### src/rtl/pattern_err_pkg.sv
package pattern_err_pkg;

  // Feedback taps: s[n] = s[n-A] ^ s[n-B]
  localparam int SHORT_TAP_A = 6;
  localparam int SHORT_TAP_B = 7;
  localparam int LONG_TAP_A  = 28;
  localparam int LONG_TAP_B  = 31;
  localparam int HIST_W      = LONG_TAP_B;

  typedef enum logic [1:0] {
    TB_INFINITE = 2'd0,
    TB_SHORT    = 2'd1,
    TB_MID      = 2'd2,
    TB_LONG     = 2'd3
  } timeBase_e;

  typedef enum logic [1:0] {
    REF_SHORT = 2'd0,
    REF_LONG  = 2'd1,
    REF_USER  = 2'd2,
    REF_USER2 = 2'd3
  } refSel_e;

  // Strobes from control to datapath
  typedef struct packed {
    logic inSync;
    logic acquire;
    logic lose;
    logic winEnd;
    logic tbChange;
    logic infinite;
    logic countEn;
  } ctrlStrobe_t;

endpackage

### src/rtl/pec_datapath.sv
module pec_datapath import pattern_err_pkg::*; #(
  parameter int DATA_W = 8,
  parameter int CNT_W  = 40,
  parameter int PAT_W  = 64
) (
  input  logic                        clk,
  input  logic                        rstN,
  input  logic [DATA_W-1:0]           dataIn,
  input  logic                        dataValid,
  input  logic [1:0]                  patSel,
  input  logic                        chkInvert,
  input  logic [PAT_W-1:0]            userPattern,
  input  ctrlStrobe_t                 strb,
  output logic [DATA_W-1:0]           errVec,
  output logic [$clog2(DATA_W+1)-1:0] wordErrs,
  output logic [CNT_W-1:0]            errCount
);
  localparam int ERR_W = $clog2(DATA_W + 1);
  localparam int PTR_W = $clog2(PAT_W);
  localparam int SUM_W = CNT_W + 1;

  logic [HIST_W-1:0] hist, workHist;
  logic [PTR_W-1:0]  ptr, idx;
  logic              rxBit, predBit, slip;
  logic [CNT_W-1:0]  liveCnt, heldCnt, satLive;
  logic [SUM_W-1:0]  sum;

  // Bit-serial prediction across the word, bit 0 first
  always_comb begin
    workHist = hist;
    errVec   = '0;
    idx      = ptr;
    rxBit    = 1'b0;
    predBit  = 1'b0;
    for (int i = 0; i < DATA_W; i++) begin
      idx   = ptr + PTR_W'(i);
      rxBit = dataIn[i] ^ chkInvert;
      unique case (refSel_e'(patSel))
        REF_SHORT: predBit = workHist[SHORT_TAP_A-1] ^ workHist[SHORT_TAP_B-1];
        REF_LONG:  predBit = workHist[LONG_TAP_A-1] ^ workHist[LONG_TAP_B-1];
        default:   predBit = userPattern[idx];
      endcase
      errVec[i] = rxBit ^ predBit;
      // Out of lock: self-seed from received bits; in lock: free-run
      workHist  = {workHist[HIST_W-2:0], strb.inSync ? predBit : rxBit};
    end
  end

  always_comb begin
    wordErrs = '0;
    for (int i = 0; i < DATA_W; i++) wordErrs = wordErrs + ERR_W'(errVec[i]);
  end

  assign slip    = !strb.inSync && patSel[1] && (wordErrs != '0);
  assign sum     = {1'b0, liveCnt} + SUM_W'(wordErrs);
  assign satLive = sum[CNT_W] ? '1 : sum[CNT_W-1:0];

  always_ff @(posedge clk or negedge rstN) begin
    if (!rstN) begin
      hist <= '0;
      ptr  <= '0;
    end else if (dataValid) begin
      hist <= workHist;
      ptr  <= ptr + PTR_W'(DATA_W) + PTR_W'(slip);
    end
  end

  always_ff @(posedge clk or negedge rstN) begin
    if (!rstN) begin
      liveCnt <= '0;
      heldCnt <= '0;
    end else if (strb.tbChange) begin
      liveCnt <= '0;
      heldCnt <= '0;
    end else if (strb.lose) begin
      liveCnt <= '1;
      heldCnt <= '1;
    end else if (strb.acquire) begin
      liveCnt <= '0;
      heldCnt <= '0;
    end else if (strb.countEn) begin
      if (strb.winEnd) begin
        heldCnt <= satLive;
        liveCnt <= '0;
      end else begin
        liveCnt <= satLive;
        if (strb.infinite) heldCnt <= satLive;
      end
    end
  end

  assign errCount = heldCnt;

  p_sync_clear_r4: assert property (@(posedge clk) disable iff (!rstN)
    strb.acquire |=> (heldCnt == '0));

  p_lose_ones_r6: assert property (@(posedge clk) disable iff (!rstN)
    (strb.lose && !strb.tbChange) |=> (&heldCnt));

  p_tb_clear_r9: assert property (@(posedge clk) disable iff (!rstN)
    strb.tbChange |=> (heldCnt == '0));

  p_window_hold_r8: assert property (@(posedge clk) disable iff (!rstN)
    (!strb.infinite && !strb.winEnd && !strb.lose && !strb.acquire && !strb.tbChange)
      |=> $stable(heldCnt));

  p_saturate_r7: assert property (@(posedge clk) disable iff (!rstN)
    (strb.infinite && strb.countEn && (&liveCnt) && !strb.lose && !strb.tbChange)
      |=> (&heldCnt));

endmodule

### config.mk
export PLATFORM = sky130hd
export DESIGN_NAME = pec_datapath
export DESIGN_NICKNAME = d
export VERILOG_FILES = /design/src/rtl/pattern_err_pkg.sv /design/src/rtl/pec_datapath.sv
export SDC_FILE = /design/constraint.sdc
export NUM_CORES = 1
export LEC_CHECK = 0
export CAP_MARGIN = 20
export CORE_ASPECT_RATIO = 0.6
export CORE_MARGIN = 3
export CORE_UTILIZATION = 40
export DETAILED_ROUTE_END_ITERATION = 16
export DONT_BUFFER_PORTS = 1
export GPL_ROUTABILITY_DRIVEN = 0
export PLACE_DENSITY = 0.5
export SLEW_MARGIN = 20
export SYNTH_ARGS = -nofsm -noshare
export SYNTH_HDL_FRONTEND = slang
export SYNTH_SLANG_ARGS = --single-unit
### constraint.sdc
create_clock -name clk -period 25.1 [get_ports clk]
set_clock_uncertainty 0.1 [all_clocks]
set_input_delay 5.02 -clock clk [delete_from_list [all_inputs] [get_ports clk]]
set_output_delay 5.02 -clock clk [all_outputs]
set_load 0.05 [all_outputs]
* Yosys cells after proc, flatten, opt, wreduce, memory -nomap -nowiden
Index checks and enable logic that the tools add are counted.
** Storage, ports and cells
- Flip-flop bits (word level) :: 117
- Bits of input ports :: 85
- Output and inout port bits :: 52
** Cells by class
- Add/sub/neg operators :: 17
- Magnitude comparators :: 8
- Equal/unequal tests :: 1
- Muxes and demuxes :: 44
- Bitwise logic cells :: 32
- Reductions and logical operators :: 8
** Operators by type and width (count)
- 2-to-1 mux 40 bit :: 12
- less-than comparator 6 x 7 -> 1 bit (second input constant) :: 8
- binary-select mux 1 bit (select 6 bit) :: 8
- adder 40 x 4 -> 41 bit :: 1
- bitwise XOR 1 bit :: 32
- adder 6 x 3 -> 6 bit (second input constant) :: 4
- adder 4 x 1 -> 4 bit :: 4
- 2-to-1 mux 1 bit :: 16
- one-hot mux 1 bit (2 select lines) :: 8
- adder 6 x 2 -> 6 bit (second input constant) :: 2
- nonzero test 4 bit :: 2
- adder 6 x 1 -> 6 bit :: 1
- adder 6 x 1 -> 6 bit (second input constant) :: 1
- adder 6 x 4 -> 6 bit (second input constant) :: 1
- nonzero test 5 bit :: 1
- adder 3 x 1 -> 4 bit :: 1
- adder 2 x 1 -> 3 bit :: 1
- adder 1 x 1 -> 2 bit :: 1
- equality test 2 x 1 -> 1 bit (second input constant) :: 1
- logical AND 1 bit :: 2
- zero test 2 bit :: 1
- AND reduction 2 bit :: 1
- zero test 1 bit :: 1

* Logic depth before layout (Yosys ltp)
- Depth after elaboration :: 20
- Depth in mapped cells :: 31
- Gate-level depth less buffers :: 25

* Worst setup path before layout
No wires, ideal clock.
- Path kind :: input to output
- From :: input port userPattern[44]
- To :: output port wordErrs[2]
- Arrival time :: 10121 ps
- Data required time :: 19980 ps
- Slack :: 9859 ps
- Stages :: 13
- Path buffers :: 0
- Cell sequence :: mux4_2 -> mux4_2 -> mux4_2 -> a21oi_1 -> xnor2_1 -> fa_1 -> inv_1 -> fa_1 -> inv_1 -> fa_1 -> ha_1 -> fa_1 -> xor2_1
** RTL lines
- start: declaration :: line pec_datapath.sv:12 : input logic [PAT_W-1:0] userPattern,
- binary-select mux 1 bit (select 6 bit) :: line pec_datapath.sv:41 : default: predBit = userPattern[idx];
- 2-to-1 mux 1 bit (implied by the code) :: line pec_datapath.sv:41
- one-hot mux 1 bit (2 select lines) :: line pec_datapath.sv:38 : unique case (refSel_e'(patSel))
- bitwise XOR 1 bit :: line pec_datapath.sv:43 : errVec[i] = rxBit ^ predBit;
- named net errVec[3] :: line pec_datapath.sv:14 : output logic [DATA_W-1:0] errVec,
- adder 3 x 1 -> 4 bit :: line pec_datapath.sv:51 : for (int i = 0; i < DATA_W; i++) wordErrs = wordErrs + ERR_W'(errVec[i]);
- adder 4 x 1 -> 4 bit (4 in a row) :: line pec_datapath.sv:51
- end: declaration :: line pec_datapath.sv:15 : output logic [$clog2(DATA_W+1)-1:0] wordErrs,
The timed path passes the listed nets, and every way through them passes these cells. The select of a mux whose other input is x is not followed.

* Worst setup path after layout
- From :: input port userPattern[6]
- To :: output port wordErrs[1]
** On the way
- Word-level cells in the longest chain between the ends :: 11
** Ends and longest elaborated chain (line)
- binary-select mux 1 bit (select 6 bit) :: pec_datapath.sv:41
- 2-to-1 mux 1 bit (implied by the code) :: pec_datapath.sv:41
- one-hot mux 1 bit (2 select lines) :: pec_datapath.sv:38
- bitwise XOR 1 bit :: pec_datapath.sv:43
- adder 1 x 1 -> 2 bit :: pec_datapath.sv:51
- adder 2 x 1 -> 3 bit :: pec_datapath.sv:51
- adder 3 x 1 -> 4 bit :: pec_datapath.sv:51
- adder 4 x 1 -> 4 bit (3 in a row) :: pec_datapath.sv:51
- adder 4 x 1 -> 4 bit * :: pec_datapath.sv:51
Every way passes the cells marked *; elsewhere a longest branch is shown, timed or not. The select of a mux whose other input is x is not followed.

==> flow_summary.toml <==
[timing]
slew_violations = 0
setup_ws_ns = 9.94
rsz0062_at_grt = "false"
worst_slew_pin_slew_ns = 1.13
max_freq_ghz = 0.0660
finalHoldViolCount = 0
tns_ns = 0
slew_headroom = 0.241
period_share = 0.604
finalSetupViolCount = 0
post-route-min-period_ns = 15.16

[grt]
grt_pass1_vias = 6950
grt_usage = 0.221
grt_overflow = 0
grt_pass1_wl_um = 43200
grt_max_degree = 118
grt_antenna_before_repair = 0

[floorplanning]
core_area_um2 = 22500
die_height_um = 124
initial_core_util = 0.416
io_pins = 137
die_x_um = 203
die-area_um2 = 25300
rows = 42

[final_layout]
drive_above_1_share = 0.189
synthToLayoutAreaGrowth_pct = 8.66
final_cells = 1161
diodes = 0
nNetsFinal = 950

[logic_synthesis]
syn_avg_cell_area_um2 = 10.8
ys.flop_type = "dfrtp_1"
synth.ff_latch_count = 117
synth_cell_types = 58
syn_inst = 868
async_flop_share = 1.00
synth_top_area_cell = "dfrtp_1"
synth_area_um2 = 9350
ys_seq_area_frac = 0.313
synth-edff-count = 0
synth_area_leaders = "dfrtp_1 31%, mux4_2 19%, xnor2_1 4.5%"
synth_top_area_frac = 0.313
yosys_warnings = 0
syn-num-nets = 977

[detailed_routing]
first_pass_iters = 5
routed_via_density = 6.28
drc = 0
drtIter0Drc = 671
ant_nets = 0
wl_per_cell_um = 23.9
via_count = 7290
wl_um = 27800

[clock_tree]
cts_tree = "yes"
post_cts_buffers = 0
ctsResizeCount = 0
cts_max_level = 4
cts_root_buffer = "clkbuf_16"
clk_pin_slew_ns = 0.05
ctsHoldBuffers = 0
cts_buffers = 17
cts_buffer_depth = 2
clkSinkCount = 117
clock_latency_ns = 0.41

[hold_path]
worstHoldPathType = "reg -> reg"

[placement]
numPortBuffers = 0
dp_hpwl_um = 21100
dp_slack_ns = 9.97
placedCellCount = 1130

[setup_path]
crit_required_ns = 19.98
path_class = "in -> out"
critical_path.max_fanout = 4
r2r_slack_ns = 14.88
cp.arrival_ns = 10.04
setup.worst_path.end_class = "output port"
setup.worst_path.start_class = "primary input"

[job]
max_cap_viol_count = 0

[run_status]
outcome = "completed"
## registers in the layout (all words and copies together), names as in the netlist
name	cells
errCount	40
liveCnt	40
hist	31
ptr	6
## worst paths after layout
| path | start | endpoint | depth (start not counted) |
|---|---|---|---|
| worst max-delay path | userPattern[6] | wordErrs[1] | 13 |
| min in group asynchronous | rstN | hist[18]$_DFFE_PN0P_ | 0 |
| worst max register to register | ptr[0]$_DFFE_PN0P_ | liveCnt[34]$_DFFE_PN0P_ | 24 |
| max in group asynchronous | rstN | errCount[22]$_DFFE_PN0P_ | 0 |
| worst min-delay path | hist[14]$_DFFE_PN0P_ | hist[22]$_DFFE_PN0P_ | 1 |
| worst min register to register | hist[14]$_DFFE_PN0P_ | hist[22]$_DFFE_PN0P_ | 1 |
## synth_stat cells (18+ instances only)
cell and instances:
nor2_1 51, a21oi_1 51, dfrtp_1 117, nand2_1 95, xnor2_1 48, xor2_1 48, a22o_1 22, o21ai_0 55
inv_1 18, clkbuf_1 40, mux4_2 80, ha_1 19, mux2_2 27
## placed cells by master, fill, tap and decap left out, drive strengths merged, types with 5 or more instances in the layout
cell	n
dfrtp	117
nand2	95
mux4	94
o21ai	59
a21oi	53
nor2	51
xnor2	48
xor2	48
mux2	31
a22o	22
clkbuf	22
ha	19
inv	18
nand3	15
buf	15
and3	14
mux2i	13
a221o	12
nand4	10
nor2b	9
a211oi	9
nor3	8
nand2b	8
clkinv	7
or2	5
fa	5
## through the flow
step | hold slack, ns | cell area [um^2] | util
6_report | 0.403 | 10200 | 0.452
5_1_grt | 0.422 | 10200 | 0.452
4_1_cts | 0.406 | 10200 | 0.452
3_5_place_dp | 0.393 | 9570 | 0.426
3_3_place_gp | 0.382 | 9570 | 0.426
2_1_floorplan | 0.375 | 9350 | -
## logic make-up after synthesis
family,after synthesis,share of synthesized area
compound gates,187,0.128
xor+xnor,96,0.0899
fa+ha+maj,24,0.0361
buf+inv,80,0.0387
flops,117,0.313
mux,138,0.284
simple gates,226,0.111
## worst max-delay path, stage by stage
cell and delay (ns):
mux4_2 0.52, mux4_2 0.52, mux4_2 0.52, o21ai_1 0.29, xnor2_1 0.10, buf_4 0.20
fa_1 0.51, inv_1 0.06, fa_1 0.54, inv_1 0.07, fa_1 0.49, ha_1 0.24
fa_1 0.96
## final cells by class
cell class / instances / area [um^2]
flip-flops and latches: 117 / 2930
fillers: 2129 / 12300
clock inverters: 9 / 128
clock buffers: 22 / 464
multi-input cells: 671 / 6070
repair buffers: 15 / 113
well taps: 308 / 385
inverters: 19 / 71.3
## per-layer routing
metal	part of all wire	routed length, um	up-vias	GRT usage
met5	0	0	-	0
met4	0.0053	148	0	0.0283
met3	0.10	2880	12	0.0911
met2	0.39	10900	280	0.283
met1	0.50	13800	3776	0.350
li1	-	-	3222	-
Power is left out: the tool's default activity adds up to more than one toggle a clock period on the data nets, which glitch-free logic cannot reach.
